$ cat src/rtl/boot_load_pkg.sv
package boot_load_pkg;
  typedef enum logic [1:0] {
    ST_ARMED = 2'd0,
    ST_BUSY  = 2'd1,
    ST_DONE  = 2'd2
  } bl_state_t;

  localparam logic [7:0] ADDR_ID     = 8'h01;
  localparam logic [7:0] ADDR_CTRL   = 8'h02;
  localparam logic [7:0] ADDR_STATUS = 8'h03;

  localparam int BIT_NOW   = 0;
  localparam int BIT_REARM = 1;
  localparam int BIT_DIS   = 2;
  localparam int BIT_SOFT  = 7;

  localparam int BIT_ST_DONE = 0;
  localparam int BIT_ST_ERR  = 1;
  localparam int BIT_ST_BUSY = 2;

  localparam logic [4:0] DEV_ID = 5'h10;
endpackage

$ cat src/rtl/boot_csr.sv
module boot_csr
  import boot_load_pkg::*;
#(
  parameter int          ADDR_W = 8,
  parameter int          DATA_W = 8,
  parameter logic [2:0]  REV    = 3'd1
) (
  input  logic              clk,
  input  logic              rst,
  input  logic              wr,
  input  logic [ADDR_W-1:0] addr,
  input  logic [DATA_W-1:0] wdata,
  input  logic              busy,
  input  logic              set_done,
  input  logic              set_err,
  output logic [DATA_W-1:0] rdata,
  output logic              rearm_q,
  output logic              dis_q,
  output logic              done_q,
  output logic              dis_eff,
  output logic              load_now_wr,
  output logic              soft_rst
);
  logic ctrl_wr;
  logic err_q;
  logic [DATA_W-1:0] rd_mux;

  assign ctrl_wr     = wr && (addr == ADDR_W'(ADDR_CTRL));
  assign soft_rst    = ctrl_wr && wdata[BIT_SOFT];
  assign load_now_wr = ctrl_wr && wdata[BIT_NOW] && !soft_rst;
  assign dis_eff     = dis_q || (ctrl_wr && wdata[BIT_DIS]);

  always_ff @(posedge clk) begin
    if (rst || soft_rst) begin
      rearm_q <= 1'b0;
      dis_q   <= 1'b0;
      done_q  <= 1'b0;
      err_q   <= 1'b0;
    end else begin
      if (ctrl_wr) begin
        rearm_q <= wdata[BIT_REARM];
        dis_q   <= wdata[BIT_DIS];
      end
      if (rearm_q) begin
        done_q <= 1'b0;
        err_q  <= 1'b0;
      end else begin
        if (set_done) done_q <= 1'b1;
        if (set_err)  err_q  <= 1'b1;
      end
    end
  end

  always_comb begin
    rd_mux = '0;
    if (addr == ADDR_W'(ADDR_ID)) begin
      rd_mux[4:0] = DEV_ID;
      rd_mux[7:5] = REV;
    end else if (addr == ADDR_W'(ADDR_CTRL)) begin
      rd_mux[BIT_REARM] = rearm_q;
      rd_mux[BIT_DIS]   = dis_q;
    end else if (addr == ADDR_W'(ADDR_STATUS)) begin
      rd_mux[BIT_ST_DONE] = done_q;
      rd_mux[BIT_ST_ERR]  = err_q;
      rd_mux[BIT_ST_BUSY] = busy;
    end
  end

  always_ff @(posedge clk) begin
    if (rst) rdata <= '0;
    else     rdata <= rd_mux;
  end
endmodule

$ cat src/rtl/boot_timer.sv
module boot_timer #(
  parameter int TIMEOUT_CYC = 256
) (
  input  logic clk,
  input  logic rst,
  input  logic run,
  output logic expired
);
  localparam int CNT_W = $clog2(TIMEOUT_CYC + 1);
  localparam logic [CNT_W-1:0] LAST = CNT_W'(TIMEOUT_CYC - 1);

  logic [CNT_W-1:0] cnt;

  always_ff @(posedge clk) begin
    if (rst || !run) cnt <= '0;
    else if (cnt != LAST) cnt <= cnt + 1'b1;
  end

  assign expired = run && (cnt == LAST);
endmodule

$ cat src/rtl/boot_fsm.sv
module boot_fsm
  import boot_load_pkg::*;
(
  input  logic      clk,
  input  logic      rst,
  input  logic      strap_master,
  input  logic      rd_en_n,
  input  logic      load_now_wr,
  input  logic      dis_eff,
  input  logic      rearm,
  input  logic      soft_rst,
  input  logic      eng_done,
  input  logic      eng_err,
  input  logic      expired,
  output bl_state_t st,
  output logic      load_start,
  output logic      set_done,
  output logic      set_err
);
  bl_state_t nxt;
  logic      go;

  always_comb begin
    nxt      = st;
    go       = 1'b0;
    set_done = 1'b0;
    set_err  = 1'b0;
    if (soft_rst || rearm) begin
      nxt = ST_ARMED;
    end else begin
      case (st)
        ST_ARMED: begin
          if (!dis_eff && (load_now_wr || (strap_master && !rd_en_n))) begin
            nxt = ST_BUSY;
            go  = 1'b1;
          end
        end
        ST_BUSY: begin
          if (eng_err || expired) begin
            nxt     = ST_ARMED;
            set_err = 1'b1;
          end else if (eng_done) begin
            nxt      = ST_DONE;
            set_done = 1'b1;
          end
        end
        default: nxt = st;
      endcase
    end
  end

  always_ff @(posedge clk) begin
    if (rst) begin
      st         <= ST_ARMED;
      load_start <= 1'b0;
    end else begin
      st         <= nxt;
      load_start <= go;
    end
  end
endmodule

$ cat src/rtl/boot_load_seq.sv
module boot_load_seq
  import boot_load_pkg::*;
#(
  parameter int         ADDR_W      = 8,
  parameter int         DATA_W      = 8,
  parameter logic [2:0] REV         = 3'd1,
  parameter int         TIMEOUT_CYC = 256
) (
  input  logic              clk,
  input  logic              rst,
  input  logic              strap_master,
  input  logic              rd_en_n,
  input  logic              reg_wr,
  input  logic [ADDR_W-1:0] reg_addr,
  input  logic [DATA_W-1:0] reg_wdata,
  output logic [DATA_W-1:0] reg_rdata,
  output logic              load_start,
  output logic              load_busy,
  input  logic              eng_done,
  input  logic              eng_err
);
  bl_state_t st;
  logic rearm_q, dis_q, done_q, dis_eff, load_now_wr, soft_rst;
  logic set_done, set_err, expired;

  assign load_busy = (st == ST_BUSY);

  boot_csr #(.ADDR_W(ADDR_W), .DATA_W(DATA_W), .REV(REV)) u_csr (
    .clk(clk), .rst(rst), .wr(reg_wr), .addr(reg_addr), .wdata(reg_wdata),
    .busy(load_busy), .set_done(set_done), .set_err(set_err),
    .rdata(reg_rdata), .rearm_q(rearm_q), .dis_q(dis_q), .done_q(done_q),
    .dis_eff(dis_eff), .load_now_wr(load_now_wr), .soft_rst(soft_rst)
  );

  boot_timer #(.TIMEOUT_CYC(TIMEOUT_CYC)) u_tmr (
    .clk(clk), .rst(rst), .run(load_busy), .expired(expired)
  );

  boot_fsm u_fsm (
    .clk(clk), .rst(rst), .strap_master(strap_master), .rd_en_n(rd_en_n),
    .load_now_wr(load_now_wr), .dis_eff(dis_eff), .rearm(rearm_q),
    .soft_rst(soft_rst), .eng_done(eng_done), .eng_err(eng_err),
    .expired(expired), .st(st), .load_start(load_start),
    .set_done(set_done), .set_err(set_err)
  );
endmodule

$ cat config.mk
export PLATFORM = sky130hd
export DESIGN_NAME = boot_load_seq
export DESIGN_NICKNAME = d
export VERILOG_FILES = /design/src/rtl/boot_load_pkg.sv /design/src/rtl/boot_csr.sv /design/src/rtl/boot_timer.sv /design/src/rtl/boot_fsm.sv /design/src/rtl/boot_load_seq.sv
export SDC_FILE = /design/constraint.sdc
export NUM_CORES = 1
export LEC_CHECK = 0
export CORE_MARGIN = 2
export CORE_UTILIZATION = 35
export CTS_BUF_LIST = sky130_fd_sc_hd__clkbuf_4 sky130_fd_sc_hd__clkbuf_8
export CTS_CLUSTER_SIZE = 8
export DETAILED_ROUTE_END_ITERATION = 8
export DONT_BUFFER_PORTS = 1
export GPL_ROUTABILITY_DRIVEN = 0
export RECOVER_POWER = 25
export REMOVE_ABC_BUFFERS = 1
export SETUP_SLACK_MARGIN = 0.02
export SLEW_MARGIN = 5
export SYNTH_ARGS = -nofsm -noshare
export SYNTH_HDL_FRONTEND = slang
export SYNTH_HIERARCHICAL = 1
export SYNTH_SLANG_ARGS = --single-unit
$ cat constraint.sdc
create_clock -name clk -period 2.6 [get_ports clk]
set_input_delay 0.39 -clock clk [delete_from_list [all_inputs] [get_ports clk]]
set_output_delay 0.39 -clock clk [all_outputs]
set_load 0.1 [all_outputs]
---- After elaboration in Yosys (flattened, before gate mapping) ----
Index checks and enable logic that the tools add are counted.
word-level totals
  bits of input ports ..................... 23
  output and inout port bits .............. 10
  bits in registers ....................... 24
operators by class
  reductions and logical operators ........ 26
  muxes and demuxes ....................... 15
  equality and inequality tests ........... 8
  $add $sub $neg .......................... 1
  bitwise gates (word level) .............. 2
operators by type and width
  cell                 number
  $eq 8x2->1 const B   2
  $add 9x1->9 const B  1
  $eq 9x8->1 const B   1
  $ne 9x8->1 const B   1
  $eq 8x1->1 const B   1
  $logic_and 1x1->1    8
  $mux 1               8
  $mux 2               4
  $logic_or 1x1->1     6
  $mux 3               2
  $reduce_or 2->1      3
  $logic_not 1->1      4
  $pmux 2 s2           1
  $reduce_or 4->1      1
  $ne 3x2->1 const B   1
  $reduce_and 3->1     1
  $reduce_or 3->1      1
  $eq 2x1->1 const B   1
  $logic_not 2->1      1
  $ne 2x1->1 const B   1
  $not 1->1            2
  $reduce_bool 2->1    1

---- Depth between registers and ports, before layout ----
  word-level depth ........................ 9
  depth in mapped cells ................... 11
  gate-level depth less buffers ........... 10

---- By module ----
Netlist, hierarchy kept.
by module, submodules not included
  module         cells each  sequential area each (um^2)  instances  area an instance (um^2)
  boot_csr       40          160.2                        1          429.2
  boot_timer     47          180.2                        1          425.4
  boot_fsm       19          60.1                         1          152.6
  boot_load_seq  1           0.0                          1          13.8

---- Least setup slack after synthesis ----
No wires, ideal clock.
  path kind ............................... reg2reg
  start point ............................. register u_tmr.cnt[0]
  end point ............................... register u_csr.done_q
  path slack .............................. 587 ps
  stages on the path, launching flop included .. 12
  data arrival time ....................... 1913 ps
  cell sequence ........................... dfxtp_1 -> ha_1 -> nand3_1 -> nor2_1 -> ha_1 -> buf_2 -> and2_1 -> nor2_1 -> nand2_1 -> nor4_1 -> nor2_1 -> a2111oi_4
between the ends
  cells in the longest elaborated chain, start to end .. 6
ends and longest elaborated chain
  element                 RTL line             source
  from (decl)             boot_timer.sv:12     logic [CNT_W-1:0] cnt;
  from (signal assigned)  boot_timer.sv:16     else if (cnt != LAST) cnt <= cnt + 1'b1;
  $eq 9x8->1              boot_timer.sv:19     assign expired = run && (cnt == LAST);
  $logic_and 1x1->1       boot_timer.sv:19
  net expired             boot_load_seq.sv:24  logic set_done, set_err, expired;
  $logic_or 1x1->1        boot_fsm.sv:39       if (eng_err || expired) begin
  $mux 1                  boot_fsm.sv:39
  $mux 1                  boot_fsm.sv:31       case (st)
  $mux 1                  boot_fsm.sv:28       if (soft_rst || rearm) begin
  net set_done            boot_load_seq.sv:24
  to (signal assigned)    boot_csr.sv:37       done_q <= 1'b0;
  to (signal assigned)    boot_csr.sv:45       done_q <= 1'b0;
  to (signal assigned)    boot_csr.sv:48       if (set_done) done_q <= 1'b1;
  to (decl)               boot_csr.sv:19       output logic done_q,
The timed path passes the listed nets, and every way through them passes these cells.
A chain may end at the register's enable or synchronous reset.

---- Worst setup path after layout ----
  start point ............................. register u_fsm.st[0]
  end point ............................... register u_tmr.cnt[7]
between the ends
  cells in the longest elaborated chain, start to end .. 3
ends and longest elaborated chain
  element                 RTL line             source
  from (decl)             boot_fsm.sv:15       output bl_state_t st,
  from (signal assigned)  boot_fsm.sv:57       st <= nxt;
  $eq 2x1->1              boot_load_seq.sv:26  assign load_busy = (st == ST_BUSY);
  $logic_not 1->1         boot_timer.sv:15     if (rst || !run) cnt <= '0;
  $logic_or 1x1->1        boot_timer.sv:15
Every way passes these cells.

==> results.sh <==
export IMPL_outcome="complete, no violations"
export IMPL_cp_data_arrival_time_ns=2.49
export IMPL_min_delay_start="reg_addr[1]"
export IMPL_firstDrtPassIters=4
export IMPL_cts_root_buf="clkbuf_4"
export IMPL_cts_setup_buffers=0
export IMPL_path_cells="nor2b_4, clkbuf_1, nand2b_1, a21oi_1"
export IMPL_crit_slowest_cell="clkbuf_1"
export IMPL_final_cell_mix="19 x dfxtp_1, 18 x nor2_1, 5 x mux2i_1, 5 x nand2_1"
export IMPL_synth_area_um2=1021
export IMPL_cp_startpoint="u_fsm/st[0]"
export IMPL_r2r_end="u_tmr/cnt[7]"
export IMPL_path_clk_slew_ns=0.11
export IMPL_fin_ws_ns=0.3238
export IMPL_yosysSeqAreaShare_pct=39.22
export IMPL_htreeDepth=1
export IMPL_antenna_found_initial=0
export IMPL_final_hold_violation_count=0
export IMPL_synth_cell_types=40
export IMPL_layout_nets=134
export IMPL_synthArstFlopShare_pct=0
export IMPL_path_class="flop to flop"
export IMPL_grt_pass1_wl_mm=2.884
export IMPL_final_max_slew_violation_count=0
export IMPL_row_count=19
export IMPL_worst_pin_slew_ns=1.272
export IMPL_fin_tns_setup_ns=0
export IMPL_power_density_nw_per_um2=527.9
export IMPL_ys_flop_type="dfxtp_1"
export IMPL_critPathTopFamily="buffers and inverters"
export IMPL_drive_gt1_share_pct=13.89
export IMPL_core_area_um2=2758
export IMPL_holdPathStages=1
export IMPL_period_share_pct=87.54
export IMPL_hpwl_mm=1.321
export IMPL_critPathLaunchType="flop"
export IMPL_floorplan_initialDensity_pct=37.02
export IMPL_yosysWarningCount=6
export IMPL_p_leak_nw=0.3991
export IMPL_min_delay_path_class="primary input to flop"
export IMPL_postRouteAntennaNets=0
export IMPL_grt_max_degree=12
export IMPL_critPathCaptureType="flop"
export IMPL_setup_viol=0
export IMPL_via_per_inst=5.173
export IMPL_area_growth_pct=3.799
export IMPL_ios=33
export IMPL_synth_seq_cells=20
export IMPL_rrSetupSlack_ns=0.32
export IMPL_final_common_cell="dfxtp_1"
export IMPL_grt_util_all_layers_pct=11.05
export IMPL_die_w_um=58.01
export IMPL_period_needed_ns=2.276
export IMPL_worst_ep_required_time_ns=2.82
export IMPL_cts_tree="yes"
export IMPL_postLayoutCellArea_um2=1060
export IMPL_n_antenna_cell=0
export IMPL_cts_resized=0
export IMPL_ir_drop_mv=0.3134
export IMPL_drt_iter0_drc=15
export IMPL_numCtsBuffers=3
export IMPL_clock_skew_ns=0.006064
export IMPL_die_h_um=58.01
export IMPL_holdBufCountCts=0
export IMPL_holdPathEnd="u_csr/rdata[4]"
export IMPL_dpl_cell_area_um2=1033
export IMPL_grt_pass1_vias=661
export IMPL_clkSinkCount=20
export IMPL_numPortBuffers=0
export IMPL_rr_startpoint="u_fsm/st[0]"
export IMPL_timing_hold_ws_ns=0.1477
export IMPL_grt_overflow_total=0
export IMPL_cp_slowest_stage_delay_ns=0.94
export IMPL_reg2reg_depth=4
export IMPL_routed_wirelength_mm=1.710
export IMPL_cts_path_max_buffers=2
export IMPL_worstPathMaxFanout=9
export IMPL_slew_headroom_pct=15.21
export IMPL_rsz0062_at_grt="no"
export IMPL_pre_cts_slack_ns=0.5166
export IMPL_avgSynthCellArea_um2=9.542
export IMPL_fmax_ghz=0.4393
export IMPL_drv_max_cap_violation_count=0
export IMPL_nFillCells=293
export IMPL_wl_per_cell_um=12.30
export IMPL_clock_latency_ns=0.29
export IMPL_synthCells=107
export IMPL_route_detailed_drc=0
export IMPL_cp_num_buf_inv=1
export IMPL_fp_dieArea_um2=3365
export IMPL_synth_edf_count=0
export IMPL_via_count=719
[synthesized netlist by cell type, drive strengths merged (2+ instances only)]
master	n	area share [%]
ha	2	2.5
nand2	5	1.8
a21oi	4	2.0
dfxtp	20	39
and3b	2	1.7
nor3	2	0.98
inv	2	0.74
nor2	18	6.6
nand2b	4	2.5
mux2i	5	4.9
or3	3	2.3
nand3	2	0.98
and2	2	1.3
nand4b	3	4.0
nor2b	3	2.6
o21ai	3	1.5
or3b	2	1.7
nor4	3	2.5
buf	6	4.5
xor2	3	2.6
a2111oi	2	5.4
[cell families after synthesis]
| kind of cell | count (synthesis) | share of synthesized area [%] |
|---|---|---|
| xor+xnor | 4 | 3.432 |
| mux | 5 | 4.902 |
| fa+ha+maj | 2 | 2.451 |
| flops | 20 | 39.22 |
| simple gates | 53 | 31.86 |
| buf+inv | 9 | 5.637 |
| compound gates | 13 | 12.13 |
| other cells | 1 | 0.3673 |
[per-layer routing]
layer  vias up  wire [µm]  track usage (%)
li1        370          -                -
met1       332        817            14.62
met2        15        787            17.21
met3         2         91            3.125
met4         0         12            3.987
met5         -          0                0
[power by group]
group          total [mW]  switching (mW)  internal (mW)
Clock               0.178          0.0926         0.0852
Sequential          0.321          0.0102          0.311
Combinational      0.0603          0.0430         0.0173
Total               0.559           0.146          0.414
[worst max-delay path by stage]
stage                        end  slack (ns)  cells after the start
global placement     u_csr/err_q        0.56                      9
CTS                 u_csr/done_q        0.48                     10
global route        u_tmr/cnt[6]        0.15                      4
finish              u_tmr/cnt[7]        0.32                      4
floorplan            u_csr/err_q        0.60                      9
detailed placement  u_csr/done_q        0.52                     10
[flip-flops by register name (all words and copies together) (netlist names)]
name and count:
u_csr/dis_q 1, u_csr/err_q 1, u_fsm/load_start 1, u_tmr/cnt 9, u_csr/rearm_q 1, u_csr/rdata 4
u_fsm/st 2, u_csr/done_q 1
[final cells by class]
class	count	area, µm²	area share (%)
well taps	31	38.79	3.660
inverters	2	7.507	0.7084
clock buffers	4	36.28	3.424
repair buffers	2	11.26	1.063
multi-input cells	80	564.3	53.25
flip-flops and latches	20	401.6	37.90
[per-stage QoR]
stage                     instances  util, %  power [mW]
after global placement          135    37.48      0.3890
after global routing            139    38.43      0.5822
after CTS                       139    38.79      0.5691
after detailed placement        135    37.48      0.3903
final                           139    38.43      0.5594
after floorplan                 102        -      0.3835
Note: power is estimated with default switching activity, not from simulation.
